==> config.mk <==
export PLATFORM = sky130hd
export DESIGN_NAME = shared_event_counter
export DESIGN_NICKNAME = d
export VERILOG_FILES = /design/src/rtl/sec_pkg.sv /design/src/rtl/sec_load_pick.sv /design/src/rtl/sec_step_sum.sv /design/src/rtl/sec_next_calc.sv /design/src/rtl/shared_event_counter.sv
export SDC_FILE = /design/constraint.sdc
export NUM_CORES = 1
export LEC_CHECK = 0
export ABC_CLOCK_PERIOD_IN_PS = 3000
export BUFFER_PORTS_ARGS = -buffer_cell sky130_fd_sc_hd__clkbuf_2
export CORE_AREA = 2 2 44 46
export DETAILED_ROUTE_END_ITERATION = 16
export DIE_AREA = 0 0 46 48
export GPL_TIMING_DRIVEN = 1
export PLACE_DENSITY = 0.74
export SYNTH_ARGS = -nofsm -noshare
export SYNTH_HDL_FRONTEND = slang
export SYNTH_SLANG_ARGS = --single-unit
==> constraint.sdc <==
create_clock -name clk -period 3 [get_ports clk]
set_input_delay 0.15 -clock clk [delete_from_list [all_inputs] [get_ports clk]]
set_output_delay 0.15 -clock clk [all_outputs]
set_load 0.05 [all_outputs]
==> src/rtl/sec_pkg.sv <==
package sec_pkg;

  function automatic longint sat_max(input int unsigned w);
    return (longint'(1) <<< (w - 1)) - 1;
  endfunction

  function automatic longint sat_min(input int unsigned w);
    return -(longint'(1) <<< (w - 1));
  endfunction

  function automatic longint sat_clamp(input longint v, input int unsigned w);
    if (v > sat_max(w)) return sat_max(w);
    if (v < sat_min(w)) return sat_min(w);
    return v;
  endfunction

endpackage

==> src/rtl/sec_load_pick.sv <==
module sec_load_pick #(
  parameter int unsigned NUM_TR = 7,
  parameter int unsigned CNT_W  = 8,
  parameter logic [NUM_TR-1:0] LOAD_MASK = '0,
  parameter logic [NUM_TR*CNT_W-1:0] PRESETS = '0
) (
  input  logic [NUM_TR-1:0]       fire,
  output logic                    load_hit,
  output logic signed [CNT_W-1:0] load_value
);
  logic [NUM_TR-1:0] strobe;

  for (genvar i = 0; i < NUM_TR; i++) begin : g_strobe
    if (LOAD_MASK[i]) begin : g_on
      assign strobe[i] = fire[i];
    end else begin : g_off
      assign strobe[i] = 1'b0;
    end
  end

  assign load_hit = |strobe;

  // ascending walk: a later index overrides an earlier one
  always_comb begin
    load_value = '0;
    for (int i = 0; i < NUM_TR; i++) begin
      if (strobe[i]) load_value = $signed(PRESETS[i*CNT_W +: CNT_W]);
    end
  end
endmodule

==> src/rtl/sec_step_sum.sv <==
module sec_step_sum #(
  parameter int unsigned NUM_TR = 7,
  parameter int unsigned STEP_W = 4,
  parameter int unsigned SUM_W  = 8,
  parameter logic [NUM_TR-1:0] UPDN_MASK = '0,
  parameter logic [NUM_TR*STEP_W-1:0] STEPS = '0
) (
  input  logic [NUM_TR-1:0]       fire,
  output logic                    step_any,
  output logic signed [SUM_W-1:0] step_total
);
  logic signed [SUM_W-1:0] term [NUM_TR];

  for (genvar i = 0; i < NUM_TR; i++) begin : g_term
    if (UPDN_MASK[i]) begin : g_on
      assign term[i] = fire[i] ? SUM_W'($signed(STEPS[i*STEP_W +: STEP_W])) : '0;
    end else begin : g_off
      assign term[i] = '0;
    end
  end

  assign step_any = |(fire & UPDN_MASK);

  always_comb begin
    step_total = '0;
    for (int i = 0; i < NUM_TR; i++) step_total = step_total + term[i];
  end
endmodule

==> src/rtl/sec_next_calc.sv <==
module sec_next_calc
  import sec_pkg::*;
#(
  parameter int unsigned CNT_W = 8,
  parameter int unsigned SUM_W = 8
) (
  input  logic signed [CNT_W-1:0] cur,
  input  logic                    load_hit,
  input  logic signed [CNT_W-1:0] load_value,
  input  logic                    step_any,
  input  logic signed [SUM_W-1:0] step_total,
  output logic signed [CNT_W-1:0] nxt,
  output logic                    sat_hi,
  output logic                    sat_lo
);
  longint raw;
  longint clamped;

  always_comb begin
    raw     = longint'(cur) + longint'(step_total);
    clamped = sat_clamp(raw, CNT_W);
    sat_hi  = 1'b0;
    sat_lo  = 1'b0;
    if (load_hit) begin
      nxt = load_value;
    end else if (step_any) begin
      nxt    = clamped[CNT_W-1:0];
      sat_hi = raw > sat_max(CNT_W);
      sat_lo = raw < sat_min(CNT_W);
    end else begin
      nxt = cur;
    end
  end
endmodule

==> src/rtl/shared_event_counter.sv <==
module shared_event_counter #(
  parameter int unsigned NUM_TR = 7,
  parameter int unsigned CNT_W  = 8,
  parameter int unsigned STEP_W = 4,
  parameter int signed   CMP_LIMIT = 4,
  parameter logic [NUM_TR-1:0] LOAD_MASK = 7'b0100011,
  parameter logic [NUM_TR-1:0] UPDN_MASK = 7'b0011100,
  parameter logic [NUM_TR*CNT_W-1:0] PRESETS =
    {8'd0, 8'd10, 8'd0, 8'd0, 8'd0, 8'd5, 8'd0},
  parameter logic [NUM_TR*STEP_W-1:0] STEPS =
    {4'd0, 4'd0, 4'hD, 4'd2, 4'd1, 4'd0, 4'd0}
) (
  input  logic                    clk,
  input  logic                    rst_n,
  input  logic [NUM_TR-1:0]       fire,
  output logic signed [CNT_W-1:0] count_o,
  output logic                    below_o
);
  localparam int unsigned SUM_W = STEP_W + $clog2(NUM_TR + 1) + 1;

  logic                    load_hit;
  logic signed [CNT_W-1:0] load_value;
  logic                    step_any;
  logic signed [SUM_W-1:0] step_total;
  logic signed [CNT_W-1:0] nxt;
  logic                    sat_hi;
  logic                    sat_lo;
  logic signed [CNT_W-1:0] count_q;

  sec_load_pick #(
    .NUM_TR(NUM_TR), .CNT_W(CNT_W), .LOAD_MASK(LOAD_MASK), .PRESETS(PRESETS)
  ) u_load (
    .fire(fire), .load_hit(load_hit), .load_value(load_value)
  );

  sec_step_sum #(
    .NUM_TR(NUM_TR), .STEP_W(STEP_W), .SUM_W(SUM_W),
    .UPDN_MASK(UPDN_MASK), .STEPS(STEPS)
  ) u_sum (
    .fire(fire), .step_any(step_any), .step_total(step_total)
  );

  sec_next_calc #(
    .CNT_W(CNT_W), .SUM_W(SUM_W)
  ) u_next (
    .cur(count_q), .load_hit(load_hit), .load_value(load_value),
    .step_any(step_any), .step_total(step_total),
    .nxt(nxt), .sat_hi(sat_hi), .sat_lo(sat_lo)
  );

  always_ff @(posedge clk or negedge rst_n) begin
    if (!rst_n) count_q <= '0;
    else        count_q <= nxt;
  end

  assign count_o = count_q;
  assign below_o = longint'(count_q) < longint'(CMP_LIMIT);
endmodule

==> impl_metrics.env, run 1 <==
export IMPL_synth_compound_area_share_pct=28.3
export IMPL_dp_hpwl_um=1550
export IMPL_cts_root_buf="clkbuf_4"
export IMPL_port_buffers=16
export IMPL_fmax_ghz=0.408
export IMPL_antenna_left=0
export IMPL_final_cell_mix="clkbuf_2, ha_1, inv_1, dfrtp_1, nand2_1"
export IMPL_power_density_mw_per_mm2=549
export IMPL_dr_pass1_iters=4
export IMPL_max_cap_viol_count=0
export IMPL_synth_top_family_by_area="compound AO/OA/AOI/OAI gates"
export IMPL_die_w_um=46
export IMPL_track_usage_pct=19.9
export IMPL_hold_path_class="in -> reg"
export IMPL_worstPathMaxFanout=9
export IMPL_die_height_um=48
export IMPL_cts_max_level=1
export IMPL_synth_seq_area_share_pct=23.2
export IMPL_postPlaceCellArea_um2=956
export IMPL_clkSlewWorstSetupHoldPaths_ns=0.05
export IMPL_synth_cell_types=37
export IMPL_relSlewSlack_pct=69.1
export IMPL_cp_cell_sequence="ha_1, inv_1, fa_1, nand3b_1, nand2_1, a31oi_2, a31oi_4, nor2_1, o311ai_1"
export IMPL_cellLeakagePower_nw=0.490
export IMPL_setup_viol=0
export IMPL_num_antenna_cells=0
export IMPL_max_slew_worst_pin_slew_ns=0.452
export IMPL_core_area_mm2=0.00169
export IMPL_synth_simple_area_share_pct=15.2
export IMPL_die_area_mm2=0.00221
export IMPL_layout_commonest_cell="clkbuf_2"
export IMPL_rows=15
export IMPL_route_detailed_drc=0
export IMPL_critPathRequiredTime_ns=3.14
export IMPL_synthMuxAreaShare_pct=0
export IMPL_finalPower_uw=543
export IMPL_fin_skew_ns=0.000345
export IMPL_final_hold_viol_count=0
export IMPL_rsz0062_at_grt="false"
export IMPL_area_growth_pct=14.5
export IMPL_cts_buffer_depth=2
export IMPL_cts_tree="built"
export IMPL_ys_warn_count=0
export IMPL_wire_per_inst_um=14.4
export IMPL_crit_slowest_cell="fa_1"
export IMPL_synth_seq_cells=8
export IMPL_peakVddDrop_uv=401
export IMPL_clock_sinks=8
export IMPL_grt_max_degree=10
export IMPL_vias=803
export IMPL_crit_type="reg -> reg"
export IMPL_routed_via_density=6.22
export IMPL_start_util_pct=51.1
export IMPL_grt_ovfl_total=0
export IMPL_cp_end_kind="flop"
export IMPL_critPathMaxStageDelay_ns=0.41
export IMPL_netlist_instances=94
export IMPL_drt_initial_drc_count=9
export IMPL_avgSynthCellArea_um2=9.18
export IMPL_syn_nets=117
export IMPL_finalWirelength_um=1860
export IMPL_gp_congestion=0.808
export IMPL_min_period_ns=2.45
export IMPL_antenna_found_initial=0
export IMPL_fin_tns_setup_ns=0
export IMPL_cp_arrival_ns=2.59
export IMPL_synth_adder_area_share_pct=23.8
export IMPL_grt_pass1_vias=689
export IMPL_postLayoutCellArea_um2=988
export IMPL_final_core_util_pct=58.5
export IMPL_synth_area_um2=863
export IMPL_start_kind="flop"
export IMPL_final_net_count=137
export IMPL_cts_buffers=3
export IMPL_run_status="complete, no violations"
export IMPL_synthXorXnorAreaFrac_pct=5.07
export IMPL_worstSkewPairLatency_ns=0.25
export IMPL_pin_count=18
export IMPL_grt_pass1_wl_um=3020
export IMPL_finalCritPeriodShare_pct=81.7
export IMPL_largest_reg_flops=8
export IMPL_drive_gt1_share_pct=24.1
export IMPL_drv_slew=0
cell families after synthesis:
group	after synthesis
AO/OA/AOI/OAI	28
buffers and inverters	10
adder cells (fa/ha/maj)	16
flip-flops	8
AND/OR/NAND/NOR	27
XOR/XNOR	5
final timing paths:
check	cells after the start	slack, ns	end	start
worst max-delay path	9	0.55	count_o[4]	count_o[0]
worst min-delay path	3	0.23	count_o[2]	fire[0]
worst max register to register	9	0.55	count_o[4]	count_o[0]
worst min register to register	2	0.56	count_o[7]	count_o[7]
max in group asynchronous	2	2.54	count_o[6]	rst_n
min in group asynchronous	2	0.28	count_o[0]	rst_n
metrics by stage:
stage	instances	setup slack [ns]	hold slack, ns
floorplan	94	0.519	-0.146
detailed placement	125	0.253	0.00869
global route	129	0.397	0.255
CTS	129	0.522	0.230
finish	129	0.550	0.235
global placement	125	0.404	-0.00623
synthesized netlist by cell type (all sizes together):
library cell	instances	area [um^2]
and2	2	12.5
o21bai	1	7.51
o221a	2	22.5
nor4	1	6.26
o311ai	2	17.5
nor2	6	22.5
o22ai	2	12.5
a2111oi	1	8.76
a221oi	1	8.76
a21o	3	22.5
a22oi	1	7.51
fa	1	20.0
o21ai	4	23.8
or3	1	6.26
a31oi	2	33.8
xnor2	5	43.8
nand3b	1	7.51
nor3	3	15.0
nand2	7	26.3
ha	13	163
or4	1	7.51
dfrtp	8	200
a21oi	5	25.0
nand3	3	15.0
maj3	2	22.5
o311a	1	21.3
nand2b	1	6.26
inv	8	30.0
nand4	1	6.26
o211ai	2	20.0
a211oi	1	12.5
clkbuf	2	8.75
repair_timing:
item / in CTS / in global routing
gates resized for setup: 0 / 0
hold buffers: 1 / 0
endpoints found under the hold margin: 8 / 0
setup buffers: 0 / 0
power breakdown:
part	switching, mW	leakage [nW]	internal (mW)	total, mW
clock	0.0353	0.0138	0.0457	0.0809
sequential	0.0204	0.106	0.123	0.143
combinational	0.201	0.370	0.118	0.319
per-layer routing:
layer	vias up	GRT usage (%)	part of all wire [%]
met5	-	0	0
met4	0	6.86	1.3
met3	4	5.66	4.3
met2	22	33.6	50
met1	381	24.1	44
li1	396	-	-
worst max-delay path: cells and delay by family (launching register included):
family / cells / cell delay, ns
AND/OR/NAND/NOR: 3 / 0.42
AO/OA/AOI/OAI: 3 / 0.84
flip-flops: 1 / 0.39
adder cells (fa/ha/maj): 2 / 0.63
buffers and inverters: 1 / 0.07
layout make-up:
class                           count  area [um^2]
Clock buffer                        3         22.5
Fill cell                         165          701
Inverter                            8         30.0
Multi-Input combinational cell     76          624
Sequential cell                     8          200
Tap cell                           17         21.3
Timing Repair Buffer               17         90.1
Power figures use the tool's default switching activity.
==> run 2, diff against run 1 <==
--- a/config.mk
+++ b/config.mk
@@ -5,11 +5,12 @@
 export SDC_FILE = /design/constraint.sdc
 export NUM_CORES = 1
 export LEC_CHECK = 0
-export ABC_CLOCK_PERIOD_IN_PS = 3000
+export ABC_AREA = 1
+export ABC_CLOCK_PERIOD_IN_PS = 2300
 export BUFFER_PORTS_ARGS = -buffer_cell sky130_fd_sc_hd__clkbuf_2
-export CORE_AREA = 2 2 44 46
+export CORE_AREA = 2 2 46 48
 export DETAILED_ROUTE_END_ITERATION = 16
-export DIE_AREA = 0 0 46 48
+export DIE_AREA = 0 0 48 50
 export GPL_TIMING_DRIVEN = 1
 export PLACE_DENSITY = 0.74
 export SYNTH_ARGS = -nofsm -noshare
==> constraint.sdc (replaced) <==
create_clock -name clk -period 2.3 [get_ports clk]
set_input_delay 0.115 -clock clk [delete_from_list [all_inputs] [get_ports clk]]
set_output_delay 0.115 -clock clk [all_outputs]
set_load 0.05 [all_outputs]
==> run 2 against run 1 <==
Global-route usage down 1.8 points. Register-to-register slack got worse by 0.23 ns. Critical path depth rose by 3. Synthesized cell count grew 39%. Wire length grew 3.0%.
==> impl_metrics.env, run 2 <==
export IMPL_cts_setup_buffers=0
export IMPL_fin_tns_setup_ns=0
export IMPL_max_cap_viol_count=0
export IMPL_grt_ovfl_total=0
export IMPL_synth_area_um2=960
export IMPL_cp_end_kind="flop"
export IMPL_core_area_mm2=0.00190
export IMPL_holdPathEnd="count_o[2]"
export IMPL_netlist_instances=131
export IMPL_synth_edf_count=0
export IMPL_routed_via_density=4.74
export IMPL_hold_depth=3
export IMPL_worstSkewPairLatency_ns=0.25
export IMPL_dr_pass1_iters=4
export IMPL_ys_top_cells_by_area="dfrtp_1, ha_1, nand2_1"
export IMPL_pin_count=18
export IMPL_layout_commonest_cell="nand2_1"
export IMPL_gp_congestion=0.811
export IMPL_rr_worst_depth=12
export IMPL_fin_hold_ws_ns=0.200
export IMPL_rsz0062_at_grt="false"
export IMPL_rows=16
export IMPL_die_w_um=48
export IMPL_antenna_found_initial=0
export IMPL_clkSlewWorstSetupHoldPaths_ns=0.06
export IMPL_cp_arrival_ns=2.15
export IMPL_rr_startpoint="count_o[0]"
export IMPL_start_kind="flop"
export IMPL_worstPathMaxFanout=6
export IMPL_ys_warn_count=0
export IMPL_port_buffers=16
export IMPL_synth_common_cells="nand2_1, inv_1, ha_1, nand2_2, nor2_1"
export IMPL_final_hold_viol_count=0
export IMPL_min_period_ns=1.98
export IMPL_synthArstFlopShare_pct=100
export IMPL_num_antenna_cells=0
export IMPL_synthMuxAreaShare_pct=0
export IMPL_dp_hpwl_um=1670
export IMPL_run_status="complete, no violations"
export IMPL_drive_gt1_share_pct=27.2
export IMPL_drt_initial_drc_count=4
export IMPL_max_slew_worst_pin_slew_ns=0.357
export IMPL_track_usage_pct=18.1
export IMPL_yosys_area_top_type="dfrtp_1"
export IMPL_fin_skew_ns=0.00737
export IMPL_synth_cell_types=23
export IMPL_die_area_mm2=0.00240
export IMPL_hold_path_class="in -> reg"
export IMPL_start_util_pct=50.5
export IMPL_avgSynthCellArea_um2=7.33
export IMPL_clock_sinks=8
export IMPL_vias=844
export IMPL_synth_seq_area_share_pct=20.9
export IMPL_cts_max_level=1
export IMPL_finalCritPeriodShare_pct=85.9
export IMPL_ys_flop_type="dfrtp_1"
export IMPL_synth_seq_cells=8
export IMPL_r2r_end="count_o[1]"
export IMPL_synth_adder_area_share_pct=19.0
export IMPL_setup_viol=0
export IMPL_area_growth_pct=15.3
export IMPL_synth_most_common_cell="nand2_1"
export IMPL_postLayoutCellArea_mm2=0.00111
export IMPL_wire_per_inst_um=10.8
export IMPL_drv_slew=0
export IMPL_antenna_left=0
export IMPL_cts_buffers=3
export IMPL_final_cell_mix="nand2_1, inv_1, clkbuf_2"
export IMPL_cts_root_buf="clkbuf_4"
export IMPL_grt_pass1_vias=826
export IMPL_power_density_mw_per_mm2=523
export IMPL_final_net_count=176
export IMPL_cts_tree="built"
export IMPL_synth_simple_area_share_pct=33.5
export IMPL_rrSetupSlack_ns=0.32
export IMPL_die_height_um=50
export IMPL_crit_type="reg -> reg"
export IMPL_cellLeakagePower_nw=0.632
export IMPL_peakVddDrop_uv=309
export IMPL_finalWirelength_um=1920
export IMPL_synth_top_cell_area_share_pct=20.9
export IMPL_largest_reg_flops=8
export IMPL_grt_pass1_wl_um=3200
export IMPL_grt_max_degree=9
export IMPL_fmax_ghz=0.506
export IMPL_route_detailed_drc=0
export IMPL_synthXorXnorAreaFrac_pct=4.56
export IMPL_synth_top_family_by_area="simple AND/OR/NAND/NOR gates"
export IMPL_hold_path_startpoint="fire[1]"
export IMPL_relSlewSlack_pct=76.1
export IMPL_syn_nets=154
export IMPL_cts_buffer_depth=2
export IMPL_synth_compound_area_share_pct=12.6
export IMPL_critPathRequiredTime_ns=2.47
export IMPL_postPlaceCellArea_mm2=0.00107
## run 2: cell count changes in the layout (fill, tap and decap cells not counted), moves of 3 or more
cell	previous run	this run
nor2_1	6	9
nor3_1	3	0
inv_1	8	21
o21ai_1	0	3
nand2_1	7	31
a21oi_1	5	8
a21o_1	3	0
nand3_1	3	7
nand2_2	0	9
a21oi_4	0	3
## run 2: stage by stage
stage | util (%) | instances | power [mW] | worst slack [ns]
global route | 58.2 | 178 | 0.627 | 0.122
CTS | 58.2 | 178 | 0.586 | 0.298
finish | 58.2 | 178 | 0.578 | 0.324
detailed placement | 56.4 | 174 | 0.473 | 0.0798
floorplan | - | 131 | 0.411 | 0.175
global placement | 56.4 | 174 | 0.466 | 0.123
## run 2: kinds of logic (layout without fill, tap and decap cells)
| family | after synthesis | count (layout) |
|---|---|---|
| AO/OA/AOI/OAI | 16 | 16 |
| AND/OR/NAND/NOR | 64 | 64 |
| XOR/XNOR | 5 | 5 |
| flip-flops | 8 | 8 |
| buffers and inverters | 24 | 44 |
| adder cells (fa/ha/maj) | 14 | 14 |
## run 2: cell type report
type	count	area, um^2
Inverter	24	90.1
Clock buffer	3	22.5
Timing Repair Buffer	17	90.1
Multi-Input combinational cell	99	669
Tap cell	27	33.8
Sequential cell	8	200
Fill cell	182	796
## run 2: worst max-delay path by stage
stage | start | endpoint | cells after the start
detailed placement | fire[4] | count_o[1] | 14
CTS | count_o[0] | count_o[1] | 12
finish | count_o[0] | count_o[1] | 12
global placement | fire[4] | count_o[5] | 15
floorplan | count_o[0] | count_o[2] | 12
global route | count_o[0] | count_o[0] | 12
## run 2: where the power goes
group,switching (mW),leakage [nW],internal (mW)
registers,0.0130,0.103,0.151
clock network,0.0479,0.0138,0.0597
logic,0.198,0.515,0.108
total,0.259,0.632,0.319
## run 2: routing by layer
metal	up-vias	share of wire, %	GRT usage, %
li1	453	-	-
met1	382	45	22.4
met2	9	54	32.4
met3	0	1.1	2.20
met4	0	0	2.70
met5	-	0	0
## run 2: timing repair
action	in CTS	in global routing
hold endpoints to repair	8	0
hold buffers	1	0
endpoints found under the setup margin	0	0
gates resized for setup	0	0
## run 2: worst max-delay path, stage by stage (launching register included)
cell and delay (ns):
dfrtp_1 0.39, ha_1 0.18, inv_1 0.05, fa_1 0.40, inv_1 0.07, nand3_1 0.06
nand2_1 0.12, nand2_2 0.10, a21oi_4 0.18, nand2_4 0.09, nand2_1 0.06, nand2_1 0.05
a21oi_1 0.15
==> run 3, diff against run 2 <==
--- a/config.mk
+++ b/config.mk
@@ -6,13 +6,13 @@
 export NUM_CORES = 1
 export LEC_CHECK = 0
 export ABC_AREA = 1
-export ABC_CLOCK_PERIOD_IN_PS = 2300
+export ABC_CLOCK_PERIOD_IN_PS = 2350
 export BUFFER_PORTS_ARGS = -buffer_cell sky130_fd_sc_hd__clkbuf_2
-export CORE_AREA = 2 2 46 48
+export CORE_AREA = 2 2 44 46
 export DETAILED_ROUTE_END_ITERATION = 16
-export DIE_AREA = 0 0 48 50
+export DIE_AREA = 0 0 46 48
 export GPL_TIMING_DRIVEN = 1
-export PLACE_DENSITY = 0.74
+export PLACE_DENSITY = 0.89
 export SYNTH_ARGS = -nofsm -noshare
 export SYNTH_HDL_FRONTEND = slang
 export SYNTH_SLANG_ARGS = --single-unit
==> constraint.sdc (replaced) <==
create_clock -name clk -period 2.35 [get_ports clk]
set_input_delay 0.1175 -clock clk [delete_from_list [all_inputs] [get_ports clk]]
set_output_delay 0.1175 -clock clk [all_outputs]
set_load 0.05 [all_outputs]
==> run 3 against run 2 <==
Cell area decreased by 1.1%. Register-to-register slack better by 0.02 ns. Highest routed layer unchanged. Sequential cell count stayed put. Global-route usage grew 3.2 points. Count of clock-buffer cells in the layout unchanged. Clock skew down 0.0017 ns. Combinational power is essentially flat.
==> impl_metrics.env, run 3 (synthesized netlist as in run 2, its figures left out) <==
export IMPL_worst_slack_ns=0.333
export IMPL_finalCritPeriodShare_pct=85.8
export IMPL_post_place_cells=164
export IMPL_num_antenna_cells=0
export IMPL_crit_type="in -> reg"
export IMPL_peakVddDrop_uv=359
export IMPL_cts_buffer_depth=2
export IMPL_dp_hpwl_um=1860
export IMPL_area_growth_pct=14.0
export IMPL_postLayoutCellArea_mm2=0.00109
export IMPL_hold_depth=3
export IMPL_fmax_ghz=0.496
export IMPL_run_status="complete, no violations"
export IMPL_grt_ovfl_total=0
export IMPL_cp_arrival_ns=2.16
export IMPL_cts_setup_buffers=0
export IMPL_ctsResizeCount=0
export IMPL_pin_count=18
export IMPL_cp_cell_sequence="clkbuf_2, ha_1, nand3_1, ha_1, inv_1, ha_1, a21oi_1, nor2b_4, nand2_2, nand2_4, nand2_1, nand2_1, nand2_1, nand2_1, nand2_1"
export IMPL_die_area_mm2=0.00221
export IMPL_final_net_count=176
export IMPL_worstPathMaxFanout=5
export IMPL_hold_path_startpoint="fire[5]"
export IMPL_rr_startpoint="count_o[0]"
export IMPL_cp_end_kind="flop"
export IMPL_fin_hold_ws_ns=0.206
export IMPL_worstSkewPairLatency_ns=0.26
export IMPL_hold_path_class="in -> reg"
export IMPL_grt_max_degree=9
export IMPL_cts_root_buf="clkbuf_4"
export IMPL_setup_viol=0
export IMPL_final_core_util_pct=64.7
export IMPL_finalWirelength_um=2110
export IMPL_rr_worst_depth=12
export IMPL_antenna_left=0
export IMPL_gp_congestion=0.833
export IMPL_crit_top_cell="nand2_1"
export IMPL_postPlaceCellArea_mm2=0.00106
export IMPL_finalPower_uw=573
export IMPL_fin_cells=168
export IMPL_dp_slack_ns=0.0514
export IMPL_critPathMaxStageDelay_ns=0.35
export IMPL_routed_via_density=5.28
export IMPL_port_buffers=16
export IMPL_fillers=153
export IMPL_relSlewSlack_pct=73.5
export IMPL_largest_reg_flops=8
export IMPL_fin_skew_ns=0.00571
export IMPL_route_detailed_drc=0
export IMPL_start_util_pct=56.8
export IMPL_dr_pass1_iters=4
export IMPL_cts_buffers=3
export IMPL_start_kind="input pin"
export IMPL_track_usage_pct=21.3
export IMPL_die_height_um=48
export IMPL_critical_path_top_delay_family="adder cells"
export IMPL_drive_gt1_share_pct=27.2
export IMPL_vias=887
export IMPL_power_density_mw_per_mm2=524
export IMPL_clkSlewWorstSetupHoldPaths_ns=0.06
export IMPL_holdPathEnd="count_o[1]"
export IMPL_grt_pass1_vias=804
export IMPL_worst_path_buf_inv=2
export IMPL_wire_per_inst_um=12.5
export IMPL_layout_commonest_cell="nand2_1"
export IMPL_min_period_ns=2.02
export IMPL_antenna_found_initial=0
export IMPL_clock_sinks=8
export IMPL_final_cell_mix="nand2_1, inv_1, clkbuf_2"
export IMPL_cts_max_level=1
export IMPL_max_slew_worst_pin_slew_ns=0.395
export IMPL_final_hold_viol_count=0
export IMPL_cellLeakagePower_nw=0.632
export IMPL_critPathRequiredTime_ns=2.50
export IMPL_rows=15
export IMPL_crit_slowest_cell="ha_1"
export IMPL_die_w_um=46
export IMPL_core_area_mm2=0.00169
export IMPL_cts_hold_buf=1
export IMPL_fin_tns_setup_ns=0
export IMPL_max_cap_viol_count=0
export IMPL_rsz0062_at_grt="false"
export IMPL_cts_tree="built"
export IMPL_drv_slew=0
export IMPL_grt_pass1_wl_um=3380
export IMPL_rrSetupSlack_ns=0.34
export IMPL_r2r_end="count_o[0]"
export IMPL_drt_initial_drc_count=21
run 3: cell types whose count changed in the layout (fill, tap and decap cells not counted):
| cell | change |
|---|---|
| o21ai_0 | +1 |
| o21ai_1 | -1 |
run 3: tightest hold or removal path, delay by kind of cell:
family	cells	cell delay (ns)
AOI/OAI and AO/OA	1	0.14
buffers and inverters	1	0.10
and+or+nand+nor	1	0.06
run 3: worst max path at each step:
| stage | from | end | slack, ns | cells after the start |
|---|---|---|---|---|
| CTS | fire[4] | count_o[5] | 0.30 | 15 |
| detailed placement | fire[4] | count_o[5] | 0.05 | 15 |
| finish | fire[4] | count_o[5] | 0.33 | 15 |
| global route | count_o[0] | count_o[0] | 0.17 | 12 |
| floorplan | count_o[6] | below_o | 0.003 | 2 |
| global placement | fire[4] | count_o[5] | 0.17 | 15 |
run 3: where the power goes:
group          leakage [nW]  switching [mW]  internal [mW]
Sequential            0.103          0.0126          0.148
Combinational         0.515           0.200          0.106
Clock                0.0138          0.0473         0.0585
Total                 0.632           0.260          0.312
run 3: final cells by class:
cell class | count | area, um^2 | share of cell area, %
multi-input combinational | 99 | 669 | 61.2
tap | 17 | 21.3 | 1.95
inverter | 24 | 90.1 | 8.24
sequential | 8 | 200 | 18.3
timing repair buffer | 17 | 90.1 | 8.24
clock buffer | 3 | 22.5 | 2.06
run 3: layer usage:
metal	vias to the layer above	wire [um]	global-route usage [%]
met5	-	0	0
met4	0	0	1.71
met3	0	80	4.53
met2	23	1150	41.4
met1	408	880	24.6
li1	456	-	-
